--- src/rtl/bus_xcvr_pkg.sv ---
package bus_xcvr_pkg;

  typedef enum logic [1:0] {
    STORE_HOLD    = 2'd0,
    STORE_FOLLOW  = 2'd1,
    STORE_CAPTURE = 2'd2
  } store_op_e;

  // Pass-through has priority over a strobe edge.
  function automatic store_op_e pick_op(input logic pass, input logic rise);
    if (pass)      return STORE_FOLLOW;
    else if (rise) return STORE_CAPTURE;
    else           return STORE_HOLD;
  endfunction

endpackage

--- src/rtl/xcvr_rst_sync.sv ---
module xcvr_rst_sync #(
  parameter int unsigned STAGES = 2
) (
  input  logic clk,
  input  logic rst_n_in,
  output logic rst_n_out
);
  logic [STAGES-1:0] chain_q;
  logic [STAGES-1:0] chain_d;

  generate
    if (STAGES == 1) begin : g_one
      always_comb chain_d = 1'b1;
    end else begin : g_many
      always_comb chain_d = {chain_q[STAGES-2:0], 1'b1};
    end
  endgenerate

  always_ff @(posedge clk or negedge rst_n_in) begin
    if (!rst_n_in) chain_q <= '0;
    else           chain_q <= chain_d;
  end

  assign rst_n_out = chain_q[STAGES-1];
endmodule

--- src/rtl/xcvr_edge_det.sv ---
module xcvr_edge_det #(
  parameter int unsigned STAGES = 2
) (
  input  logic clk,
  input  logic rst_n,
  input  logic strobe,
  output logic rise
);
  logic [STAGES-1:0] sync_q;
  logic [STAGES-1:0] sync_d;
  logic              last_q;

  generate
    if (STAGES == 1) begin : g_one
      always_comb sync_d = strobe;
    end else begin : g_many
      always_comb sync_d = {sync_q[STAGES-2:0], strobe};
    end
  endgenerate

  always_ff @(posedge clk or negedge rst_n) begin
    if (!rst_n) begin
      sync_q <= '0;
      last_q <= 1'b0;
    end else begin
      sync_q <= sync_d;
      last_q <= sync_q[STAGES-1];
    end
  end

  assign rise = sync_q[STAGES-1] & ~last_q;
endmodule

--- src/rtl/xcvr_lane.sv ---
module xcvr_lane
  import bus_xcvr_pkg::*;
#(
  parameter int unsigned WIDTH  = 18,
  parameter int unsigned STAGES = 2,
  parameter bit          OE_LOW = 1'b0
) (
  input  logic             clk,
  input  logic             rst_n,
  input  logic [WIDTH-1:0] d_in,
  input  logic             pass,
  input  logic             strobe,
  input  logic             drive,
  output logic [WIDTH-1:0] d_out,
  output logic             oe
);
  logic             rise;
  store_op_e        op;
  logic             load_en;
  logic [WIDTH-1:0] store_d;
  logic [WIDTH-1:0] store_q;

  xcvr_edge_det #(.STAGES(STAGES)) u_edge (
    .clk    (clk),
    .rst_n  (rst_n),
    .strobe (strobe),
    .rise   (rise)
  );

  always_comb begin
    op      = pick_op(pass, rise);
    load_en = 1'b0;
    store_d = store_q;
    case (op)
      STORE_FOLLOW, STORE_CAPTURE: begin
        load_en = 1'b1;
        store_d = d_in;
      end
      default: begin
        load_en = 1'b0;
        store_d = store_q;
      end
    endcase
  end

  always_ff @(posedge clk or negedge rst_n) begin
    if (!rst_n)       store_q <= '0;
    else if (load_en) store_q <= store_d;
  end

  assign d_out = pass ? d_in : store_q;

  generate
    if (OE_LOW) begin : g_oe_low
      assign oe = ~drive;
    end else begin : g_oe_high
      assign oe = drive;
    end
  endgenerate
endmodule

--- src/rtl/bus_xcvr.sv ---
module bus_xcvr #(
  parameter int unsigned WIDTH       = 18,
  parameter int unsigned SYNC_STAGES = 2,
  parameter int unsigned RST_STAGES  = 2
) (
  input  logic             clk,
  input  logic             rst_n,
  input  logic [WIDTH-1:0] a_in,
  output logic [WIDTH-1:0] a_out,
  output logic             a_oe,
  input  logic [WIDTH-1:0] b_in,
  output logic [WIDTH-1:0] b_out,
  output logic             b_oe,
  input  logic             ab_pass,
  input  logic             ab_strobe,
  input  logic             ab_drive,
  input  logic             ba_pass,
  input  logic             ba_strobe,
  input  logic             ba_drive_n
);
  logic core_rst_n;

  xcvr_rst_sync #(.STAGES(RST_STAGES)) u_rst (
    .clk       (clk),
    .rst_n_in  (rst_n),
    .rst_n_out (core_rst_n)
  );

  xcvr_lane #(.WIDTH(WIDTH), .STAGES(SYNC_STAGES), .OE_LOW(1'b0)) u_a2b (
    .clk    (clk),
    .rst_n  (core_rst_n),
    .d_in   (a_in),
    .pass   (ab_pass),
    .strobe (ab_strobe),
    .drive  (ab_drive),
    .d_out  (b_out),
    .oe     (b_oe)
  );

  xcvr_lane #(.WIDTH(WIDTH), .STAGES(SYNC_STAGES), .OE_LOW(1'b1)) u_b2a (
    .clk    (clk),
    .rst_n  (core_rst_n),
    .d_in   (b_in),
    .pass   (ba_pass),
    .strobe (ba_strobe),
    .drive  (ba_drive_n),
    .d_out  (a_out),
    .oe     (a_oe)
  );
endmodule

--- config.mk ---
export PLATFORM = sky130hd
export DESIGN_NAME = bus_xcvr
export DESIGN_NICKNAME = d
export VERILOG_FILES = /design/src/rtl/bus_xcvr_pkg.sv /design/src/rtl/xcvr_rst_sync.sv /design/src/rtl/xcvr_edge_det.sv /design/src/rtl/xcvr_lane.sv /design/src/rtl/bus_xcvr.sv
export SDC_FILE = /design/constraint.sdc
export NUM_CORES = 1
export LEC_CHECK = 0
export BUFFER_PORTS_ARGS = -buffer_cell sky130_fd_sc_hd__buf_2
export CELL_PAD_IN_SITES_DETAIL_PLACEMENT = 1
export CELL_PAD_IN_SITES_GLOBAL_PLACEMENT = 1
export CORE_UTILIZATION = 42
export DETAILED_ROUTE_END_ITERATION = 6
export PLACE_DENSITY = 0.9
export SLEW_MARGIN = 10
export SYNTH_ARGS = -nofsm -noshare
export SYNTH_HDL_FRONTEND = slang
export SYNTH_SLANG_ARGS = --single-unit
--- constraint.sdc ---
create_clock -name clk -period 3.4 [get_ports clk]
set_input_delay 0.68 -clock clk [delete_from_list [all_inputs] [get_ports clk]]
set_output_delay 0.68 -clock clk [all_outputs]
set_load 0.005 [all_outputs]
* Word level (Yosys, flattened, before mapping)
Index checks and enable logic that the tools add are counted.
** Storage, ports and cells
- Word-level logic and storage cells :: 28
- Register bits :: 44
- Bits of input ports :: 44
** Cells by class
- Reductions and logical operators :: 4
- Mux-type cells :: 8
- Equality and inequality tests :: 4
- Bitwise logic cells :: 5
** Operators with widths (count)
- $mux 18 :: 2
- $mux 2 :: 4
- $eq 2x1->1 const B :: 2
- $eq 2x2->1 const B :: 2
- $reduce_and 2->1 :: 2
- $reduce_or 2->1 :: 2
- $not 1->1 :: 3
- $and 1x1->1 :: 2
- $mux 1 :: 2

* Depth between registers and ports, before layout
- Depth after elaboration :: 8
- Mapped depth :: 4
- Mapped depth without buffers :: 3

* Modules after synthesis
From an unflattened synthesis, not the netlist that was laid out.
** Unflattened totals
- Cell total of the unflattened synthesis :: 129
- Area, all modules :: 2147.1 um^2
** By module, submodules not included
- xcvr_lane at u_a2b :: area each 959.7 um^2, cells each 59, sequential area each 450.4 um^2, times used 1
- xcvr_lane at u_b2a :: area each 955.9 um^2, cells each 59, sequential area each 450.4 um^2, times used 1
- xcvr_edge_det :: area each 88.8 um^2, cells each 4, sequential area each 75.1 um^2, times used 2
- xcvr_rst_sync :: area each 53.8 um^2, cells each 3, sequential area each 50.0 um^2, times used 1

* Least setup slack after synthesis
OpenSTA, ideal clock, no wires.
- Path kind :: input -> output
- Start :: input port ba_pass
- End :: output port a_out[0]
- Path buffers :: 2
- Slack :: 1.352 ns
- Data arrival time :: 1.368 ns
- Data required time :: 2.720 ns
- Stages on the path :: 3
- Cell sequence :: buf_6 -> buf_2 -> mux2_2
** Between the ends
- Cells in the longest elaborated chain, start to end :: 1
** Ends and longest elaborated chain
- from (decl) :: line bus_xcvr.sv:17 : input logic ba_pass,
- $mux 18 :: line xcvr_lane.sv:51 : assign d_out = pass ? d_in : store_q;
- to (decl) :: line bus_xcvr.sv:9 : output logic [WIDTH-1:0] a_out,
No other way between the ends.

* Worst setup path in the final report
- Start :: input port ab_pass
- End :: output port b_out[7]
** Between the ends
- Cells in the longest elaborated chain, start to end :: 1
** Ends and longest elaborated chain
- from (decl) :: line bus_xcvr.sv:14 : input logic ab_pass,
- $mux 18 :: line xcvr_lane.sv:51
- to (decl) :: line bus_xcvr.sv:12 : output logic [WIDTH-1:0] b_out,
No other way between the ends.

==> run summary <==
The initial antenna violation count came to 0. The portion of synthesized area spent on multiplexers is between 40% and 50%. The total negative setup slack came out at 0 ps.

The combined area of the multi-input logic cells is around 920 sq um. The synthesized-area fraction occupied by and/or/nand/nor cells is 0%. The later pin in the worst-skew pair is clocked with a latency of 290 ps. The area of the die came out at between 5000 and 6000 sq um. Summed over all layers, the global routing overflow is 0. The maximum fanout encountered on the critical timing path came out at 19.

Dividing the synthesized area by the synthesized cell count gives 16.4 sq um. The number of top-level design ports came out at 82. TritonCTS built the clock tree. The number of DRC violations after detailed-routing iteration 0 came out at 31. The transition time at the pin with the least slew margin is slightly above 900 ps. The floorplan has 25 rows. The wire length after detailed routing is around 4500 microns. The complex-gate fraction of the synthesized area came out at around 1.5%.

The number of vias in the routed layout is between 1000 and 1500. The minimum setup slack after placement came out at between 1000 and 1500 ps. The footprint of the flip-flops and latches is 1100 sq um. The adder and majority cell fraction of the synthesized area came out at 0%.

The clock net in this run drives a total of 44 sinks. The total power per unit cell area is 441 nW/um^2. Measured along the y axis, the die boundary spans ~73 microns. 0 antenna diodes ended up in the layout. The xor/xnor cell area share of the yosys netlist is 0%. The number of different library cells used by synthesis comes to 10. The cell count after synthesis is roughly 130.

For the worst flop-to-flop path, the logic depth is 2. The global-route wire length before repair is 7380 microns. For this run, design rule violations remaining after detail routing come to 0. The post-synthesis instance area is 2110 sq um. The total clock buffers created by CTS came out at 5. The area growth from synthesis to layout is 23.1%.

The final setup slack of the worst path came out at roughly 1100 ps. The data required time at the worst endpoint is around 2700 ps. The post-CTS resize count is 0. The total of fill cells in the finished design came out at 516. After synthesis, the largest family of logic cells by area is multiplexers. The highest clock rate is approximately 430 MHz.

The count of pins over their slew limit was 0. The worst ir drop on vdd came out at 0.000286 V. The global routing usage summed across all routing layers is about a fifth. The post-CTS repair timing setup buffer count is 0.

In this run the static leakage power is around 1.3 nW. Setup repair after global routing left no endpoint under its margin. The register area share after synthesis came out at around 52%. The detailed placer's ending HPWL is about 3400 microns. The flow ran to the end, and the final reports show no timing, DRC or antenna violations. The starting utilization of the core area came out at about 44%. Once detail routing completed, the nets flagged for antenna violations numbered 0. The worst setup path is captured at an output port. The number of nets produced by synthesis is between 150 and 200. The clock arrives with between 8 and 9 ps of skew.

The die span in x came out at 73.0 microns. The detailed-route vias per instance came out at ~4.9. The largest net degree at the start of global routing is 43. The number of detailed-route iterations in the first pass came out at 3.

The final layout net count came out at around 250. The worst slew margin relative to its limit is approximately 39%. The data arrival time of the worst path is 1620 ps. The post-route minimum period is 2300 ps.

The total of endpoints with negative setup slack in the final report is 0. STA classifies the critical path startpoint as an input port. The total core area is 4790 sq um. The kind of critical path is in -> out.

Dividing the final minimum period by the clock period gives roughly two thirds. The last weighted congestion value of the routability-driven placer is 0.755. The worst hold-check path type is in -> async.

During placement, the flow inserted port buffers numbering between 70 and 80. The routed wirelength normalized by instance count is 16.2 microns. The CTS H-tree depth is 2. The clock input transition at the sequential cells of the worst setup and hold paths is around 90 ps. Max-cap violations in this run came to 0. The cts-stage hold buffer count is 0.

The count of synthesis-stage warnings from yosys is 0. The cell sitting at the root of the clock tree is a sky130_fd_sc_hd__clkbuf_8. The number of failing hold endpoints at the final stage was 0. Synthesis inferred 44 register bits. The clock passes through at most 2 buffers.

Of the cells placed in the final design, the portion with a size suffix greater than 1 is 77.5%. The via count of the first global-routing pass was 1507.
## kinds of logic (layout without fill, tap and decap cells)
logic type	after synthesis	count (layout)
multiplexers	72	72
flip-flops	44	44
buffers and inverters	10	90
AO/OA/AOI/OAI	2	2
other	1	1
## through the flow
step	hold slack, ps	power, mW	util (%)	instances	instance area [sq um]
2_1_floorplan	331	0.750	-	129	2110
3_3_place_gp	334	0.827	52.5	268	2510
3_5_place_dp	337	0.840	52.5	268	2510
4_1_cts	146	1.16	54.4	276	2600
5_1_grt	139	1.21	54.4	276	2600
6_report	154	1.15	54.4	276	2600
## synthesized netlist by cell type
cell,count,area [sq um]
sky130_fd_sc_hd__buf_4,1,7.51
sky130_fd_sc_hd__inv_1,3,11.3
sky130_fd_sc_hd__conb_1,1,3.75
sky130_fd_sc_hd__mux2_4,20,300
sky130_fd_sc_hd__mux2_2,52,586
sky130_fd_sc_hd__buf_2,2,10.0
sky130_fd_sc_hd__buf_6,2,22.5
sky130_fd_sc_hd__dfrtp_1,44,1100
sky130_fd_sc_hd__a21oi_4,2,32.5
sky130_fd_sc_hd__buf_12,2,40.0
## where the power goes
part / switching (mW) / internal (mW) / total, mW
registers: 0.0357 / 0.571 / 0.606
logic: 0.0799 / 0.139 / 0.219
clock network: 0.178 / 0.143 / 0.321
## worst max-delay path: stages
cell and delay (ps):
sky130_fd_sc_hd__buf_2 410, sky130_fd_sc_hd__mux2_2 400, sky130_fd_sc_hd__buf_2 130
## metal layers
metal  vias to the layer above  share of wire [%]  global-route usage (%)
met5                         -                  0                       0
met4                         0               0.16                    3.92
met3                         2                6.1                    6.22
met2                        43                 53                    32.8
met1                       688                 40                    22.3
li1                        610                  -                       -
## layout by cell type, fill, tap and decap left out
cell                       instances
sky130_fd_sc_hd__dfrtp_2           1
sky130_fd_sc_hd__a21oi_4           2
sky130_fd_sc_hd__clkinv_2          2
sky130_fd_sc_hd__mux2_4           20
sky130_fd_sc_hd__mux2_2           52
sky130_fd_sc_hd__dfrtp_1          43
sky130_fd_sc_hd__inv_1             3
sky130_fd_sc_hd__clkbuf_8          5
sky130_fd_sc_hd__clkinv_4          1
sky130_fd_sc_hd__conb_1            1
sky130_fd_sc_hd__buf_2            79
## cell type report
type / instances / share of cell area [%]
flip-flops and latches: 44 / 42.4
repair buffers: 79 / 15.2
clock inverters: 3 / 0.721
inverters: 3 / 0.433
well taps: 67 / 3.22
multi-input cells: 75 / 35.4
clock buffers: 5 / 2.64
## flip-flops by register name, summed over array words and instances, names as in the netlist
register and cells:
u_a2b.u_edge.last_q 1, u_b2a.u_edge.last_q 1, u_a2b.u_edge.sync_q 2, u_b2a.u_edge.sync_q 2, u_b2a.store_q 18, u_rst.chain_q 2
u_a2b.store_q 18
## final timing paths
kind / from / end / slack [ps]
min in group clk: u_a2b.u_edge.sync_q[0] / u_a2b.u_edge.sync_q[1] / 360
min: rst_n / u_rst.chain_q[0] / 150
max: ab_pass / b_out[7] / 1100
max in group asynchronous: u_rst.chain_q[1] / u_a2b.store_q[5] / 2420
min reg2reg: u_a2b.u_edge.sync_q[0] / u_a2b.u_edge.sync_q[1] / 360
max reg2reg: u_a2b.u_edge.sync_q[1] / u_a2b.store_q[0] / 1800
(Power assumes the default switching activity.)
